[src/rtl/ivr_pkg.sv]
package ivr_pkg;

    typedef enum logic [2:0] {
        ST_IDLE  = 3'd0,
        ST_PQ    = 3'd1,
        ST_MIN_R = 3'd2,
        ST_MIN_T = 3'd3,
        ST_MAX_R = 3'd4,
        ST_MAX_T = 3'd5,
        ST_DONE  = 3'd6
    } ivr_state_e;

    // comparator operand pick codes
    typedef enum logic [1:0] {
        PICK_PQ = 2'b00,
        PICK_R  = 2'b01,
        PICK_T  = 2'b10
    } ivr_pick_e;

    typedef struct packed {
        logic      capture;
        ivr_pick_e pick;
        logic      use_max;
        logic      ld_pair;
        logic      ld_run;
        logic      ld_lo;
        logic      ld_hi;
    } ivr_ctl_t;

endpackage

[src/rtl/ivr_seq.sv]
module ivr_seq
    import ivr_pkg::*;
(
    input  logic       clk,
    input  logic       rst,
    input  logic       start,
    output ivr_state_e state,
    output ivr_ctl_t   ctl,
    output logic       done
);

    ivr_state_e nxt;

    always_ff @(posedge clk) begin
        if (rst) state <= ST_IDLE;
        else     state <= nxt;
    end

    always_comb begin
        nxt         = state;
        ctl         = '0;
        ctl.pick    = PICK_PQ;
        done        = 1'b0;
        case (state)
            ST_IDLE: begin
                if (start) begin
                    ctl.capture = 1'b1;
                    nxt         = ST_PQ;
                end
            end
            ST_PQ: begin
                ctl.pick    = PICK_PQ;
                ctl.ld_pair = 1'b1;
                nxt         = ST_MIN_R;
            end
            ST_MIN_R: begin
                ctl.pick   = PICK_R;
                ctl.ld_run = 1'b1;
                nxt        = ST_MIN_T;
            end
            ST_MIN_T: begin
                ctl.pick  = PICK_T;
                ctl.ld_lo = 1'b1;
                nxt       = ST_MAX_R;
            end
            ST_MAX_R: begin
                ctl.pick    = PICK_R;
                ctl.use_max = 1'b1;
                ctl.ld_run  = 1'b1;
                nxt         = ST_MAX_T;
            end
            ST_MAX_T: begin
                ctl.pick    = PICK_T;
                ctl.use_max = 1'b1;
                ctl.ld_hi   = 1'b1;
                nxt         = ST_DONE;
            end
            ST_DONE: begin
                done = 1'b1;
                nxt  = ST_IDLE;
            end
            default: nxt = ST_IDLE;
        endcase
    end

endmodule

[src/rtl/ivr_pick_mux.sv]
module ivr_pick_mux
    import ivr_pkg::*;
#(
    parameter int W = 64
) (
    input  ivr_pick_e      pick,
    input  logic           use_max,
    input  logic [W-1:0]   p,
    input  logic [W-1:0]   q,
    input  logic [W-1:0]   r,
    input  logic [W-1:0]   t,
    input  logic [W-1:0]   run_min,
    input  logic [W-1:0]   run_max,
    output logic [W-1:0]   a,
    output logic [W-1:0]   b
);

    logic [W-1:0] run;

    assign run = use_max ? run_max : run_min;

    always_comb begin
        case (pick)
            PICK_R:  begin a = run; b = r; end
            PICK_T:  begin a = run; b = t; end
            default: begin a = p;   b = q; end
        endcase
    end

endmodule

[src/rtl/ivr_fp_cmp.sv]
module ivr_fp_cmp #(
    parameter int EXP_W  = 11,
    parameter int FRAC_W = 52
) (
    input  logic [EXP_W+FRAC_W:0] a,
    input  logic [EXP_W+FRAC_W:0] b,
    output logic                  b_lt,
    output logic                  b_gt,
    output logic                  any_nan
);

    localparam int W = 1 + EXP_W + FRAC_W;

    logic         sa, sb;
    logic [W-2:0] ma, mb;
    logic         nan_a, nan_b, both_zero;

    assign sa        = a[W-1];
    assign sb        = b[W-1];
    assign ma        = a[W-2:0];
    assign mb        = b[W-2:0];
    assign nan_a     = (&a[W-2:FRAC_W]) && (|a[FRAC_W-1:0]);
    assign nan_b     = (&b[W-2:FRAC_W]) && (|b[FRAC_W-1:0]);
    assign any_nan   = nan_a | nan_b;
    assign both_zero = (ma == '0) && (mb == '0);

    always_comb begin
        if (both_zero) begin
            b_lt = 1'b0;
            b_gt = 1'b0;
        end else if (sa != sb) begin
            b_lt = sb;
            b_gt = sa;
        end else if (!sa) begin
            b_lt = mb < ma;
            b_gt = mb > ma;
        end else begin
            b_lt = mb > ma;
            b_gt = mb < ma;
        end
    end

endmodule

[src/rtl/ivr_minmax_seq.sv]
module ivr_minmax_seq
    import ivr_pkg::*;
#(
    parameter int EXP_W  = 11,
    parameter int FRAC_W = 52
) (
    input  logic                  clk,
    input  logic                  rst,
    input  logic                  start,
    input  logic [EXP_W+FRAC_W:0] p_in,
    input  logic [EXP_W+FRAC_W:0] q_in,
    input  logic [EXP_W+FRAC_W:0] r_in,
    input  logic [EXP_W+FRAC_W:0] t_in,
    output logic [EXP_W+FRAC_W:0] zl,
    output logic [EXP_W+FRAC_W:0] zu,
    output logic                  done
);

    localparam int W = 1 + EXP_W + FRAC_W;
    localparam logic [W-1:0] QNAN = {1'b0, {EXP_W{1'b1}}, 1'b1, {(FRAC_W-1){1'b0}}};

    typedef struct packed {
        logic [W-1:0] p;
        logic [W-1:0] q;
        logic [W-1:0] r;
        logic [W-1:0] t;
    } quad_t;

    quad_t        ops;
    logic [W-1:0] run_min, run_max;
    logic         nan_seen;
    logic [W-1:0] cmp_a, cmp_b;
    logic         b_lt, b_gt, any_nan, nan_now;
    ivr_state_e   seq_state;
    ivr_ctl_t     ctl;

    ivr_seq u_seq (
        .clk   (clk),
        .rst   (rst),
        .start (start),
        .state (seq_state),
        .ctl   (ctl),
        .done  (done)
    );

    ivr_pick_mux #(.W(W)) u_mux (
        .pick    (ctl.pick),
        .use_max (ctl.use_max),
        .p       (ops.p),
        .q       (ops.q),
        .r       (ops.r),
        .t       (ops.t),
        .run_min (run_min),
        .run_max (run_max),
        .a       (cmp_a),
        .b       (cmp_b)
    );

    ivr_fp_cmp #(.EXP_W(EXP_W), .FRAC_W(FRAC_W)) u_cmp (
        .a       (cmp_a),
        .b       (cmp_b),
        .b_lt    (b_lt),
        .b_gt    (b_gt),
        .any_nan (any_nan)
    );

    assign nan_now = nan_seen | any_nan;

    always_ff @(posedge clk) begin
        if (rst) begin
            ops      <= '0;
            run_min  <= '0;
            run_max  <= '0;
            nan_seen <= 1'b0;
            zl       <= '0;
            zu       <= '0;
        end else begin
            if (ctl.capture) begin
                ops      <= '{p: p_in, q: q_in, r: r_in, t: t_in};
                nan_seen <= 1'b0;
            end
            if (ctl.ld_pair | ctl.ld_run | ctl.ld_lo | ctl.ld_hi)
                nan_seen <= nan_now;
            if (ctl.ld_pair) begin
                run_min <= b_lt ? cmp_b : cmp_a;
                run_max <= b_gt ? cmp_b : cmp_a;
            end
            if (ctl.ld_run) begin
                if (ctl.use_max) begin
                    if (b_gt) run_max <= cmp_b;
                end else begin
                    if (b_lt) run_min <= cmp_b;
                end
            end
            if (ctl.ld_lo)
                zl <= nan_now ? QNAN : (b_lt ? cmp_b : run_min);
            if (ctl.ld_hi)
                zu <= nan_now ? QNAN : (b_gt ? cmp_b : run_max);
        end
    end

endmodule

[config.mk]
export PLATFORM = sky130hd
export DESIGN_NAME = ivr_minmax_seq
export DESIGN_NICKNAME = d
export VERILOG_FILES = /design/src/rtl/ivr_pkg.sv /design/src/rtl/ivr_seq.sv /design/src/rtl/ivr_pick_mux.sv /design/src/rtl/ivr_fp_cmp.sv /design/src/rtl/ivr_minmax_seq.sv
export SDC_FILE = /design/constraint.sdc
export NUM_CORES = 2
export LEC_CHECK = 0
export ABC_AREA = 0
export ABC_CLOCK_PERIOD_IN_PS = 6600
export BUFFER_PORTS_ARGS = -buffer_cell sky130_fd_sc_hd__buf_2
export CORE_MARGIN = 5
export CORE_UTILIZATION = 55
export CTS_CLUSTER_SIZE = 12
export DETAILED_ROUTE_END_ITERATION = 10
export PLACE_DENSITY = 0.74
export SYNTH_ARGS = -nofsm -noshare
export SYNTH_HDL_FRONTEND = slang
export SYNTH_SLANG_ARGS = --single-unit
[constraint.sdc]
create_clock -name clk -period 6.6 [get_ports clk]
set_clock_uncertainty 0.2 [all_clocks]
set_input_delay 0.33 -clock clk [delete_from_list [all_inputs] [get_ports clk]]
set_output_delay 0.33 -clock clk [all_outputs]
set_load 0.1 [all_outputs]
==> summary.md <==
| Metric | Value |
|---|---|
| Vias per cell | `6.34` |
| Final design utilization | `between 60% and 70%` |
| Synthesized flop and latch total | `516` |
| Number of nets at the end of the flow | `4,311` |
| Post-CTS Setup Repair Bufs | `0` |
| Clock Tree Root | `sky130_fd_sc_hd__clkbuf_16` |
| Max Clock Freq | `approximately 0.16 GHz` |
| Required time of the critical path | `6.90 ns` |
| Hold Worst Slack | `0.111 ns` |
| CTS clock-pin slew for the worst setup and hold paths | `0.06 ns` |
| Pins over their slew limit | `0` |
| Crit. End Element | `register` |
| Number of placement rows | `81` |
| Final Hold Violating Endpoints | `0` |
| Clock tree from TritonCTS | `done` |
| Core footprint | `48,600 µm²` |
| Mapped Nets | `3,800` |
| Setup repair after global routing missed its margin | `true` |
| Endpoints failing setup | `0` |
| Number of top-level design ports | `~390` |
| DR iter-0 viols | `4,182` |
| Global route overflow | `0` |
| Part of the Yosys area used for sequential elements | `38.5%` |
| Largest fanout of any net on the critical path | `52` |
| Minimum clock period | `6.39 ns` |
| Crit path arrival time | `6.69 ns` |
| Layout-stage area growth over the synthesis result | `25.0%` |
| Initial Utilization | `55.2%` |
| Leak pwr | `0.0136 µW` |
| Fraction of final layout cells sized beyond drive strength 1 | `15.4%` |
| Fraction of registers with async set/reset | `0%` |
| Final instance count without filler cells | `4,650` |
| Number of H-tree levels | `2` |
| Die ar. | `~53,000 µm²` |
| Number of unique standard cell types used by synthesis | `between 60 and 70` |
| Worst rel slew slack | `21.7%` |
| # Max-Cap Violations | `0` |
| Routability congestion estimate from global placement | `0.957` |
| Instance count after placement with tap cells included | `4,295` |
| Critical Setup Path Class | `register to register` |
| Average size of a mapped cell | `roughly 7.7 µm²` |
| Skew-Pair Late Insertion Delay | `0.63 ns` |
| Largest vdd supply drop | `265 µV` |
| ANT nets after route | `0` |
| Placed wire-length estimate | `65.6 mm` |
| Setup TNS Final | `0 ns` |
| Transition at the pin with the smallest max-transition slack | `around 1.2 ns` |
| Overall routing resource usage | `37.5%` |
| Global-route wire length before repair | `162 mm` |
| TritonCTS Buffers | `55` |
| Number of antenna violations at the first check in global routing | `4` |
| Tcrit/Tclk final | `a little over nine tenths` |
| Outcome | `finished, final reports clean` |
| Maximum count of clock buffers along a single path | `3` |
| Vertical die dimension | `231 µm` |
| Port Buffer Count | `387` |
| Horizontal extent of the die | `about 230 µm` |
| Pin count of the biggest net entering global routing | `215` |
| Number of sinks driven by the clock tree | `between 500 and 600` |
| Total power density per cell area | `309 nW/µm²` |
| Routed via count | `29,481` |
| YS warnings | `0` |
| Post-detailed-routing wire length | `106 mm` |
| Type of element launching the critical path | `register` |
| Cell count after synthesis | `3,476` |
| Residual DRC | `0` |
| Most common flop cell mapped by yosys | `sky130_fd_sc_hd__dfxtp_1` |
| Combined area of all synthesized cells | `26,900 µm²` |
| DRT Pass-1 Iters | `7` |
| Average wire per standard cell | `22.7 µm` |
| Number of synthesized flops with an enable pin | `0` |
| Number of global-route vias before repair | `27,680` |
| Tightest Hold Check Type | `input port to register` |
## where the power goes
part           total (µW)  leakage [µW]  internal, µW  switching (µW)
registers            3630       0.00420          3390             241
clock network        3100      0.000872          1780            1320
logic                3650       0.00851          1230            2410
## metrics by stage
step                power [µW]  area [µm²]  worst slack [ns]
floorplan                 5990       26900              1.10
global placement          7010       29200             0.345
finish                   10400       33600             0.208
global route             10800       33600          -0.00979
detailed placement        7040       29200             0.248
CTS                      10200       33500             0.172
## critical path: stages, from the launching register on
cell	delay [ns]
sky130_fd_sc_hd__dfxtp_1	0.49
sky130_fd_sc_hd__clkinvlp_4	0.29
sky130_fd_sc_hd__a21oi_1	0.30
sky130_fd_sc_hd__inv_1	0.12
sky130_fd_sc_hd__ha_4	0.33
sky130_fd_sc_hd__buf_4	0.39
sky130_fd_sc_hd__a211oi_1	0.12
sky130_fd_sc_hd__or2_0	0.36
sky130_fd_sc_hd__ha_1	0.36
sky130_fd_sc_hd__nand4_1	0.17
sky130_fd_sc_hd__or3_1	0.39
sky130_fd_sc_hd__or4_4	0.57
sky130_fd_sc_hd__nor2_2	0.13
sky130_fd_sc_hd__a21oi_1	0.12
sky130_fd_sc_hd__a21bo_2	0.34
sky130_fd_sc_hd__buf_4	0.39
sky130_fd_sc_hd__a31oi_4	0.26
sky130_fd_sc_hd__buf_4	0.41
sky130_fd_sc_hd__nand2b_1	0.13
sky130_fd_sc_hd__a222oi_1	0.35
## sequential cells by signal, indices dropped and copies added, names as in the netlist
name,count
nan_seen,1
ops,256
run_max,64
run_min,64
u_seq.state,3
zl,64
zu,64
## timing repair
item                                    in CTS  in global routing
gates resized for setup                      0                  7
endpoints found under the hold margin      256                  0
endpoints found under the setup margin       0                157
hold buffers                               256                  0
## final timing paths
kind,startpoint,endpoint,slack [ns],cells past startpoint
hold reg to reg,zl[41],zl[41],0.24,2
setup reg to reg,u_seq.state[0],run_max[38],0.21,19
setup / recovery,u_seq.state[0],run_max[38],0.21,19
hold / removal,rst,ops[244],0.11,2
## routing by layer
| metal | share of wire, % | global-route usage (%) |
|---|---|---|
| met1 | 40 | 51.7 |
| met4 | 5.0 | 16.5 |
| met5 | 0.012 | 0 |
| met2 | 43 | 56.9 |
| met3 | 12 | 8.09 |
## Yosys cell counts, types with 30 or more instances
master	instances	area share [%]
sky130_fd_sc_hd__nor2_1	189	2.6
sky130_fd_sc_hd__o31ai_1	62	1.7
sky130_fd_sc_hd__buf_6	30	1.3
sky130_fd_sc_hd__o21ai_0	201	3.7
sky130_fd_sc_hd__mux2i_1	76	2.8
sky130_fd_sc_hd__a311oi_1	77	2.5
sky130_fd_sc_hd__a21oi_1	307	5.7
sky130_fd_sc_hd__o21ai_1	62	1.2
sky130_fd_sc_hd__ha_1	65	3.0
sky130_fd_sc_hd__inv_1	134	1.9
sky130_fd_sc_hd__or2_0	39	0.91
sky130_fd_sc_hd__dfxtp_1	516	38
sky130_fd_sc_hd__a211oi_1	105	2.9
sky130_fd_sc_hd__buf_2	56	1.0
sky130_fd_sc_hd__a222oi_1	63	2.3
sky130_fd_sc_hd__and3_1	67	1.6
sky130_fd_sc_hd__a22oi_1	77	2.2
sky130_fd_sc_hd__and2_1	55	1.3
sky130_fd_sc_hd__clkbuf_1	193	2.7
sky130_fd_sc_hd__and3b_1	40	1.3
sky130_fd_sc_hd__a221o_1	52	1.9
sky130_fd_sc_hd__nand2_1	760	11
sky130_fd_sc_hd__nand2b_1	64	1.5
## cells by family after synthesis
family          Yosys count  share of synthesized area [%]
buf+inv                 442                           7.45
simple gates           1295                           21.7
flops                   516                           38.5
mux                      78                           2.96
fa+ha+maj                65                           3.03
compound gates         1080                           26.4
## area by class of cell
cell class,instances,area [µm²]
fillers,3870,15100
multi-input cells,2519,14700
flip-flops and latches,516,10300
repair buffers,759,5500
clock buffers,77,1540
well taps,622,778
inverters,136,514
clock inverters,18,230
diodes,3,7.51
## cell usage in the layout (no fill, tap or decap), types with 62 or more instances in the layout
master                          synthesis  routed
sky130_fd_sc_hd__and3_1                67      64
sky130_fd_sc_hd__nand2_1              760     759
sky130_fd_sc_hd__a311oi_1              77      77
sky130_fd_sc_hd__dfxtp_1              516     516
sky130_fd_sc_hd__buf_2                 56     386
sky130_fd_sc_hd__inv_1                134     134
sky130_fd_sc_hd__nor2_1               189     186
sky130_fd_sc_hd__a22oi_1               77      77
sky130_fd_sc_hd__o31ai_1               62      62
sky130_fd_sc_hd__a222oi_1              63      63
sky130_fd_sc_hd__buf_4                 11     104
sky130_fd_sc_hd__a21oi_1              307     306
sky130_fd_sc_hd__a211oi_1             105     104
sky130_fd_sc_hd__o21ai_1               62      62
sky130_fd_sc_hd__dlygate4sd3_1          0     256
sky130_fd_sc_hd__o21ai_0              201     201
sky130_fd_sc_hd__nand2b_1              64      63
sky130_fd_sc_hd__ha_1                  65      63
sky130_fd_sc_hd__mux2i_1               76      76
Note: power is estimated with default switching activity, not from simulation.
